**config.mk**
```make
export PLATFORM = sky130hd
export DESIGN_NAME = motor_drive_fmt
export DESIGN_NICKNAME = d
export VERILOG_FILES = /design/src/rtl/mdf_pkg.sv /design/src/rtl/mdf_rst_sync.sv /design/src/rtl/mdf_offset_enc.sv /design/src/rtl/mdf_dac_port.sv /design/src/rtl/mdf_pwm_gen.sv /design/src/rtl/motor_drive_fmt.sv
export SDC_FILE = /design/constraint.sdc
export NUM_CORES = 1
export LEC_CHECK = 0
export BUFFER_PORTS_ARGS = -buffer_cell sky130_fd_sc_hd__buf_2
export CORE_ASPECT_RATIO = 1.2
export CORE_MARGIN = 4
export CORE_UTILIZATION = 50
export DETAILED_ROUTE_END_ITERATION = 12
export PLACE_DENSITY = 0.72
export SLEW_MARGIN = 30
export SYNTH_ARGS = -nofsm -noshare
export SYNTH_HDL_FRONTEND = slang
export SYNTH_SLANG_ARGS = --single-unit
```
**constraint.sdc**
```tcl
create_clock -name clk -period 2.4 [get_ports clk]
set_input_delay 0.12 -clock clk [delete_from_list [all_inputs] [get_ports clk]]
set_output_delay 0.12 -clock clk [all_outputs]
set_load 0.01 [all_outputs]
```
**src/rtl/mdf_pkg.sv**
```systemverilog
package mdf_pkg;

  typedef enum logic {
    FMT_NARROW = 1'b0,
    FMT_WIDE   = 1'b1
  } dac_fmt_e;

  typedef enum logic {
    PH_HIGH = 1'b0,
    PH_LOW  = 1'b1
  } half_ph_e;

endpackage

```
**src/rtl/mdf_rst_sync.sv**
```systemverilog
module mdf_rst_sync #(
  parameter int STAGES = 2
) (
  input  logic clk,
  input  logic rst_n,
  output logic rst_sync_n
);

  logic [STAGES-1:0] sync_q;
  logic [STAGES-1:0] sync_d;

  always_comb begin
    sync_d = {sync_q[STAGES-2:0], 1'b1};
  end

  always_ff @(posedge clk or negedge rst_n) begin
    if (!rst_n) begin
      sync_q <= '0;
    end else begin
      sync_q <= sync_d;
    end
  end

  assign rst_sync_n = sync_q[STAGES-1];

endmodule

```
**src/rtl/mdf_offset_enc.sv**
```systemverilog
module mdf_offset_enc #(
  parameter int IN_W  = 16,
  parameter int OUT_W = 8
) (
  input  logic signed [IN_W-1:0] drive,
  output logic        [OUT_W-1:0] code
);

  localparam int EXT_W = IN_W - OUT_W + 1;
  localparam logic signed [IN_W-1:0] POS_LIM = {{EXT_W{1'b0}}, {(OUT_W-1){1'b1}}};
  localparam logic signed [IN_W-1:0] NEG_LIM = {{EXT_W{1'b1}}, {(OUT_W-1){1'b0}}};

  logic signed [IN_W-1:0] clamped;

  always_comb begin
    if (drive > POS_LIM) begin
      clamped = POS_LIM;
    end else if (drive < NEG_LIM) begin
      clamped = NEG_LIM;
    end else begin
      clamped = drive;
    end
  end

  // Adding the half-scale offset to a two's-complement value is an MSB flip.
  assign code = {~clamped[OUT_W-1], clamped[OUT_W-2:0]};

endmodule

```
**src/rtl/mdf_dac_port.sv**
```systemverilog
module mdf_dac_port
  import mdf_pkg::*;
#(
  parameter int NARROW_W = 8,
  parameter int WIDE_W   = 12
) (
  input  logic                clk,
  input  logic                rst_n,
  input  logic                sample_vld,
  input  logic                wide_mode,
  input  logic [NARROW_W-1:0] code_n,
  input  logic [WIDE_W-1:0]   code_w,
  output logic [NARROW_W-1:0] dac_bus,
  output logic                hi_stb,
  output logic                word_stb
);

  localparam int HALF_W = WIDE_W / 2;
  localparam int PAD_W  = NARROW_W - HALF_W;
  localparam logic [NARROW_W-1:0] ZERO_N  = {1'b1, {(NARROW_W-1){1'b0}}};
  localparam logic [HALF_W-1:0]   ZERO_HI = {1'b1, {(HALF_W-1){1'b0}}};
  localparam logic [HALF_W-1:0]   ZERO_LO = '0;

  dac_fmt_e fmt;
  assign fmt = dac_fmt_e'(wide_mode);

  logic [NARROW_W-1:0] byte_q, byte_d;
  logic [HALF_W-1:0]   hi_q, hi_d;
  logic [HALF_W-1:0]   lo_q, lo_d;
  half_ph_e            ph_q, ph_d;
  logic                hs_q, hs_d;
  logic                ws_q, ws_d;
  logic                code_en;
  logic                ph_en;

  // Next-state logic
  always_comb begin
    byte_d  = byte_q;
    hi_d    = hi_q;
    lo_d    = lo_q;
    ph_d    = ph_q;
    hs_d    = 1'b0;
    ws_d    = 1'b0;
    code_en = sample_vld;
    ph_en   = 1'b0;
    if (sample_vld) begin
      byte_d = code_n;
      hi_d   = code_w[WIDE_W-1:HALF_W];
      lo_d   = code_w[HALF_W-1:0];
      if (fmt == FMT_WIDE) begin
        ph_d  = PH_HIGH;
        ph_en = 1'b1;
        hs_d  = 1'b1;
      end
    end else if (hs_q) begin
      ph_d  = PH_LOW;
      ph_en = 1'b1;
      ws_d  = 1'b1;
    end
  end

  // Code registers, loaded once per sample
  always_ff @(posedge clk or negedge rst_n) begin
    if (!rst_n) begin
      byte_q <= ZERO_N;
      hi_q   <= ZERO_HI;
      lo_q   <= ZERO_LO;
    end else if (code_en) begin
      byte_q <= byte_d;
      hi_q   <= hi_d;
      lo_q   <= lo_d;
    end
  end

  // Half-select phase
  always_ff @(posedge clk or negedge rst_n) begin
    if (!rst_n) begin
      ph_q <= PH_LOW;
    end else if (ph_en) begin
      ph_q <= ph_d;
    end
  end

  // Strobes
  always_ff @(posedge clk or negedge rst_n) begin
    if (!rst_n) begin
      hs_q <= 1'b0;
      ws_q <= 1'b0;
    end else begin
      hs_q <= hs_d;
      ws_q <= ws_d;
    end
  end

  logic [HALF_W-1:0] half_sel;
  assign half_sel = (ph_q == PH_LOW) ? lo_q : hi_q;

  logic [NARROW_W-1:0] wide_bus;
  generate
    if (PAD_W > 0) begin : g_pad
      assign wide_bus = {{PAD_W{1'b0}}, half_sel};
    end else begin : g_nopad
      assign wide_bus = half_sel;
    end
  endgenerate

  assign dac_bus  = (fmt == FMT_WIDE) ? wide_bus : byte_q;
  assign hi_stb   = hs_q;
  assign word_stb = ws_q;

endmodule

```
**src/rtl/mdf_pwm_gen.sv**
```systemverilog
module mdf_pwm_gen #(
  parameter int IN_W  = 16,
  parameter int PWM_W = 8
) (
  input  logic                   clk,
  input  logic                   rst_n,
  input  logic                   sample_vld,
  input  logic signed [IN_W-1:0] drive,
  output logic                   pwm_out,
  output logic                   pwm_sign
);

  localparam logic signed [IN_W-1:0] MAG_LIM =
    {{(IN_W-PWM_W){1'b0}}, {PWM_W{1'b1}}};
  localparam logic signed [IN_W-1:0] NEG_MAG_LIM = -MAG_LIM;

  logic signed [IN_W-1:0] neg_drive;
  logic [PWM_W-1:0]       mag_d, mag_q;
  logic                   sign_d, sign_q;
  logic [PWM_W-1:0]       cnt_d, cnt_q;

  assign neg_drive = -drive;

  // Magnitude and sign of the new sample
  always_comb begin
    sign_d = drive[IN_W-1];
    if (drive > MAG_LIM || drive < NEG_MAG_LIM) begin
      mag_d = {PWM_W{1'b1}};
    end else if (drive[IN_W-1]) begin
      mag_d = neg_drive[PWM_W-1:0];
    end else begin
      mag_d = drive[PWM_W-1:0];
    end
    cnt_d = cnt_q + 1'b1;
  end

  always_ff @(posedge clk or negedge rst_n) begin
    if (!rst_n) begin
      mag_q  <= '0;
      sign_q <= 1'b0;
    end else if (sample_vld) begin
      mag_q  <= mag_d;
      sign_q <= sign_d;
    end
  end

  always_ff @(posedge clk or negedge rst_n) begin
    if (!rst_n) begin
      cnt_q <= '0;
    end else begin
      cnt_q <= cnt_d;
    end
  end

  assign pwm_out  = (cnt_q < mag_q);
  assign pwm_sign = sign_q;

endmodule

```
**src/rtl/motor_drive_fmt.sv**
```systemverilog
module motor_drive_fmt #(
  parameter int DRIVE_W  = 16,
  parameter int NARROW_W = 8,
  parameter int WIDE_W   = 12,
  parameter int PWM_W    = 8,
  parameter int SYNC_STG = 2
) (
  input  logic                       clk,
  input  logic                       rst_n,
  input  logic                       sample_vld,
  input  logic                       wide_mode,
  input  logic signed [DRIVE_W-1:0]  drive_val,
  output logic [NARROW_W-1:0]        dac_bus,
  output logic                       hi_stb,
  output logic                       word_stb,
  output logic                       pwm_out,
  output logic                       pwm_sign
);

  logic                rst_sync_n;
  logic [NARROW_W-1:0] code_n;
  logic [WIDE_W-1:0]   code_w;

  mdf_rst_sync #(
    .STAGES(SYNC_STG)
  ) u_rst (
    .clk        (clk),
    .rst_n      (rst_n),
    .rst_sync_n (rst_sync_n)
  );

  mdf_offset_enc #(
    .IN_W  (DRIVE_W),
    .OUT_W (NARROW_W)
  ) u_enc_n (
    .drive (drive_val),
    .code  (code_n)
  );

  mdf_offset_enc #(
    .IN_W  (DRIVE_W),
    .OUT_W (WIDE_W)
  ) u_enc_w (
    .drive (drive_val),
    .code  (code_w)
  );

  mdf_dac_port #(
    .NARROW_W (NARROW_W),
    .WIDE_W   (WIDE_W)
  ) u_dac (
    .clk        (clk),
    .rst_n      (rst_sync_n),
    .sample_vld (sample_vld),
    .wide_mode  (wide_mode),
    .code_n     (code_n),
    .code_w     (code_w),
    .dac_bus    (dac_bus),
    .hi_stb     (hi_stb),
    .word_stb   (word_stb)
  );

  mdf_pwm_gen #(
    .IN_W  (DRIVE_W),
    .PWM_W (PWM_W)
  ) u_pwm (
    .clk        (clk),
    .rst_n      (rst_sync_n),
    .sample_vld (sample_vld),
    .drive      (drive_val),
    .pwm_out    (pwm_out),
    .pwm_sign   (pwm_sign)
  );

endmodule

```
==> results.py <==
metrics = {
    "outcome": {
        "status": "complete, no violations",
    },
    "routing": {
        "num_vias": 1625,
        "drtPass1Iterations": 6,
        "drt-wirelength-per-cell_microns": 14.7,
        "antenna_left": 0,
        "wl_mm": 4.42,
        "viasPerCell": 5.42,
        "drc": 0,
        "drtIter0Drc": 61,
    },
    "worst_setup_path": {
        "cp-end-kind": "primary output",
        "path_buf_inv": 1,
        "worstPathCellList": "ha_1, a21o_1, a21o_1, a21oi_1, o31a_1, buf_2",
        "cp.arrival_ns": 1.81,
        "regToRegSetupSlack_ns": 1.15,
        "worstPathMaxFanout": 4,
        "crit_family": "compound AO/OA/AOI/OAI gates",
        "worst-r2r-cell-count": 4,
        "cpPeakStageDelay_ns": 0.43,
        "worstPathRequired_ns": 2.28,
        "reg2reg_from": "u_pwm.cnt_q[4]",
        "cp_common_cell": "a21o_1",
        "path_class": "flip-flop to primary output",
        "cpMaxStageDelayCell": "dfrtp_1",
        "r2r-end": "u_pwm.cnt_q[7]",
        "start_kind": "flip-flop",
    },
    "hold_path": {
        "min_to": "u_dac.hi_q[4]",
        "hp-start": "drive_val[10]",
        "worstHoldPathType": "input pin to flip-flop",
        "hold-path-cell-count": 3,
    },
    "place": {
        "port_buffers": 31,
        "post_dp_cell_area_sq_um": 2300,
        "hpwl_mm": 3.20,
        "gp_congestion": 0.840,
    },
    "clocking": {
        "clk_pin_slew_worst_paths_ns": 0.08,
        "post-cts-setup-buffers": 0,
        "clock_path_buffers": 2,
        "ctsHoldBuffers": 1,
        "ctsHtreeMaxLevel": 2,
        "cts_tree": "built",
        "cts-resized-gates": 0,
        "cts.sinks": 42,
        "cts_made_buffers": 5,
        "clock_latency_ns": 0.30,
        "ctsRootBufferMaster": "clkbuf_8",
    },
    "logic_synthesis": {
        "syn_avg_cell_area_sq_um": 9.85,
        "yosysUniqueCellTypes": 41,
        "synth_edf_count": 0,
        "ys_warn_count": 0,
        "async_flop_share_pct": 100,
        "synth_area_sq_um": 2100,
        "syn-num-nets": 242,
        "synth_cells": 213,
        "ys_seq_elements": 42,
        "yosysSeqAreaShare_pct": 50.3,
        "yosysTopAreaCell": "dfrtp_1",
        "synthFlopType": "dfrtp_1",
        "synthTopCellsByArea": "dfrtp_1, nor2_1, ha_1",
        "synth_top_area_share_pct": 46.5,
    },
    "timing": {
        "finClkSkew_ns": 0.00264,
        "setup_viol": 0,
        "setup_tns_ns": 0,
        "slew_viol_final": 0,
        "worst_slew_pin_slew_ns": 0.793,
        "min_period_ns": 1.93,
        "finalHoldViolations": 0,
        "fmax_mhz": 517,
        "fin_crit_sh_pct": 80.6,
        "rsz0062_at_grt": "false",
        "slew_headroom_pct": 46.9,
    },
    "pwr": {
        "power_density_nw_per_um2": 674,
        "power_uw": 1650,
        "peakVddDrop_mv": 0.439,
        "p_leak_uw": 0.00119,
    },
    "cells_and_area": {
        "multi_input_area_sq_um": 950,
        "layout.nets": 274,
        "final_core_util_pct": 61.1,
        "antenna-diode-count": 0,
        "drive_gt1_share_pct": 21.5,
        "fillers": 385,
        "area_growth_pct": 16.6,
        "stdcell_area_sq_um": 2450,
        "seq_area_sq_um": 1050,
    },
    "floorplanning": {
        "coreArea_sq_um": 4000,
        "num_rows": 25,
        "io_pins": 32,
        "dieHeight_microns": 79.0,
        "die_w_microns": 67.1,
        "die-area_sq_um": 5300,
        "start_util_pct": 52.4,
    },
    "global_routing": {
        "antenna_found_initial": 0,
        "grt_usage_pct": 18.5,
        "grt_pass1_vias": 1617,
        "grt_max_degree": 41,
        "grt_overflow": 0,
        "grt_pass1_wl_mm": 7.38,
    },
    "flow_run": {
        "max_cap_violations": 0,
    },
}
==> logic make-up (layout without fill, tap and decap cells) <==
logic type	count (synthesis)	count (layout)	synth area share [%]
muxes	8	8	3.88
other	1	1	0.179
DFF	42	42	50.3
and+or+nand+nor	69	69	15.1
AOI/OAI and AO/OA	48	48	15.7
buffers and inverters	24	57	4.47
xor gates and xnor gates	12	12	5.01
adders and majority gates	9	9	5.37
==> metrics by stage <==
| stage | std cells | setup slack, ns | hold WS, ns |
|---|---|---|---|
| floorplan | 213 | 0.938 | -0.176 |
| global placement | 291 | 0.839 | -0.0951 |
| detailed placement | 291 | 0.789 | -0.0932 |
| CTS | 300 | 0.456 | 0.0719 |
| global route | 300 | 0.365 | 0.0924 |
| finish | 300 | 0.465 | 0.0756 |
==> registers in the layout, summed over array words and instances, names as in the netlist <==
name	flops
u_rst.sync_q	2
u_pwm.mag_q	8
u_dac.ph_q	1
u_pwm.pwm_sign	1
u_pwm.cnt_q	8
u_dac.lo_q	6
u_dac.byte_q	8
u_dac.word_stb	1
u_dac.hi_q	6
u_dac.hi_stb	1
==> tightest hold or removal path, stage by stage <==
cell and delay, ns:
buf_2 0.11, nand2_1 0.05, a21oi_1 0.05
==> synth_stat cells, types with 3 or more instances <==
library cell	count
a21oi_1	19
a31oi_1	9
a21o_1	3
mux2i_1	7
xor2_1	6
a221o_1	6
nand2_1	17
ha_1	9
nor2_1	32
xnor2_1	6
buf_2	3
dfrtp_1	39
dfstp_2	3
inv_1	13
clkbuf_1	6
nand3_1	4
==> report_power, final <==
part / leakage [uW] / internal, uW / switching, uW
Clock: 0.0000683 / 417 / 251
Sequential: 0.000465 / 753 / 28.1
Combinational: 0.000661 / 82.6 / 118
Total: 0.00119 / 1250 / 397
==> cells in the final DEF, fill, tap and decap left out, drive strengths merged, types with 6 or more instances in the layout <==
master	Yosys	routed
buf	3	33
ha	9	9
xor2	6	6
inv	14	14
xnor2	6	6
mux2i	7	7
a31oi	9	9
nand2	17	17
a221o	7	7
a21oi	19	19
nor2	32	32
dfrtp	39	39
==> worst max path at each step <==
stage / slack, ns / to / depth (start not counted) / from
final: 0.47 / pwm_out / 6 / u_pwm.cnt_q[5]
after global routing: 0.36 / pwm_out / 6 / u_pwm.cnt_q[5]
after CTS: 0.46 / pwm_out / 6 / u_pwm.cnt_q[5]
after detailed placement: 0.79 / pwm_out / 6 / u_pwm.cnt_q[5]
after global placement: 0.84 / pwm_out / 6 / u_pwm.cnt_q[5]
after floorplan: 0.94 / pwm_out / 5 / u_pwm.cnt_q[5]
==> per-layer routing <==
metal | part of all wire (%) | track usage, % | routed length, microns | up-vias
li1 | - | - | - | 798
met1 | 41 | 21.3 | 1800 | 780
met2 | 53 | 32.9 | 2360 | 37
met3 | 3.8 | 4.67 | 170 | 10
met4 | 1.9 | 6.09 | 85 | 0
met5 | 0 | 0 | 0 | -
==> area by class of cell <==
cell class	instances	share of cell area, %
Clock buffer	5	2.81
Clock inverter	3	2.81
Inverter	15	2.30
Multi-Input combinational cell	147	38.8
Sequential cell	42	43.1
Tap cell	54	2.76
Timing Repair Buffer	34	7.37
Power figures use the tool's default switching activity.
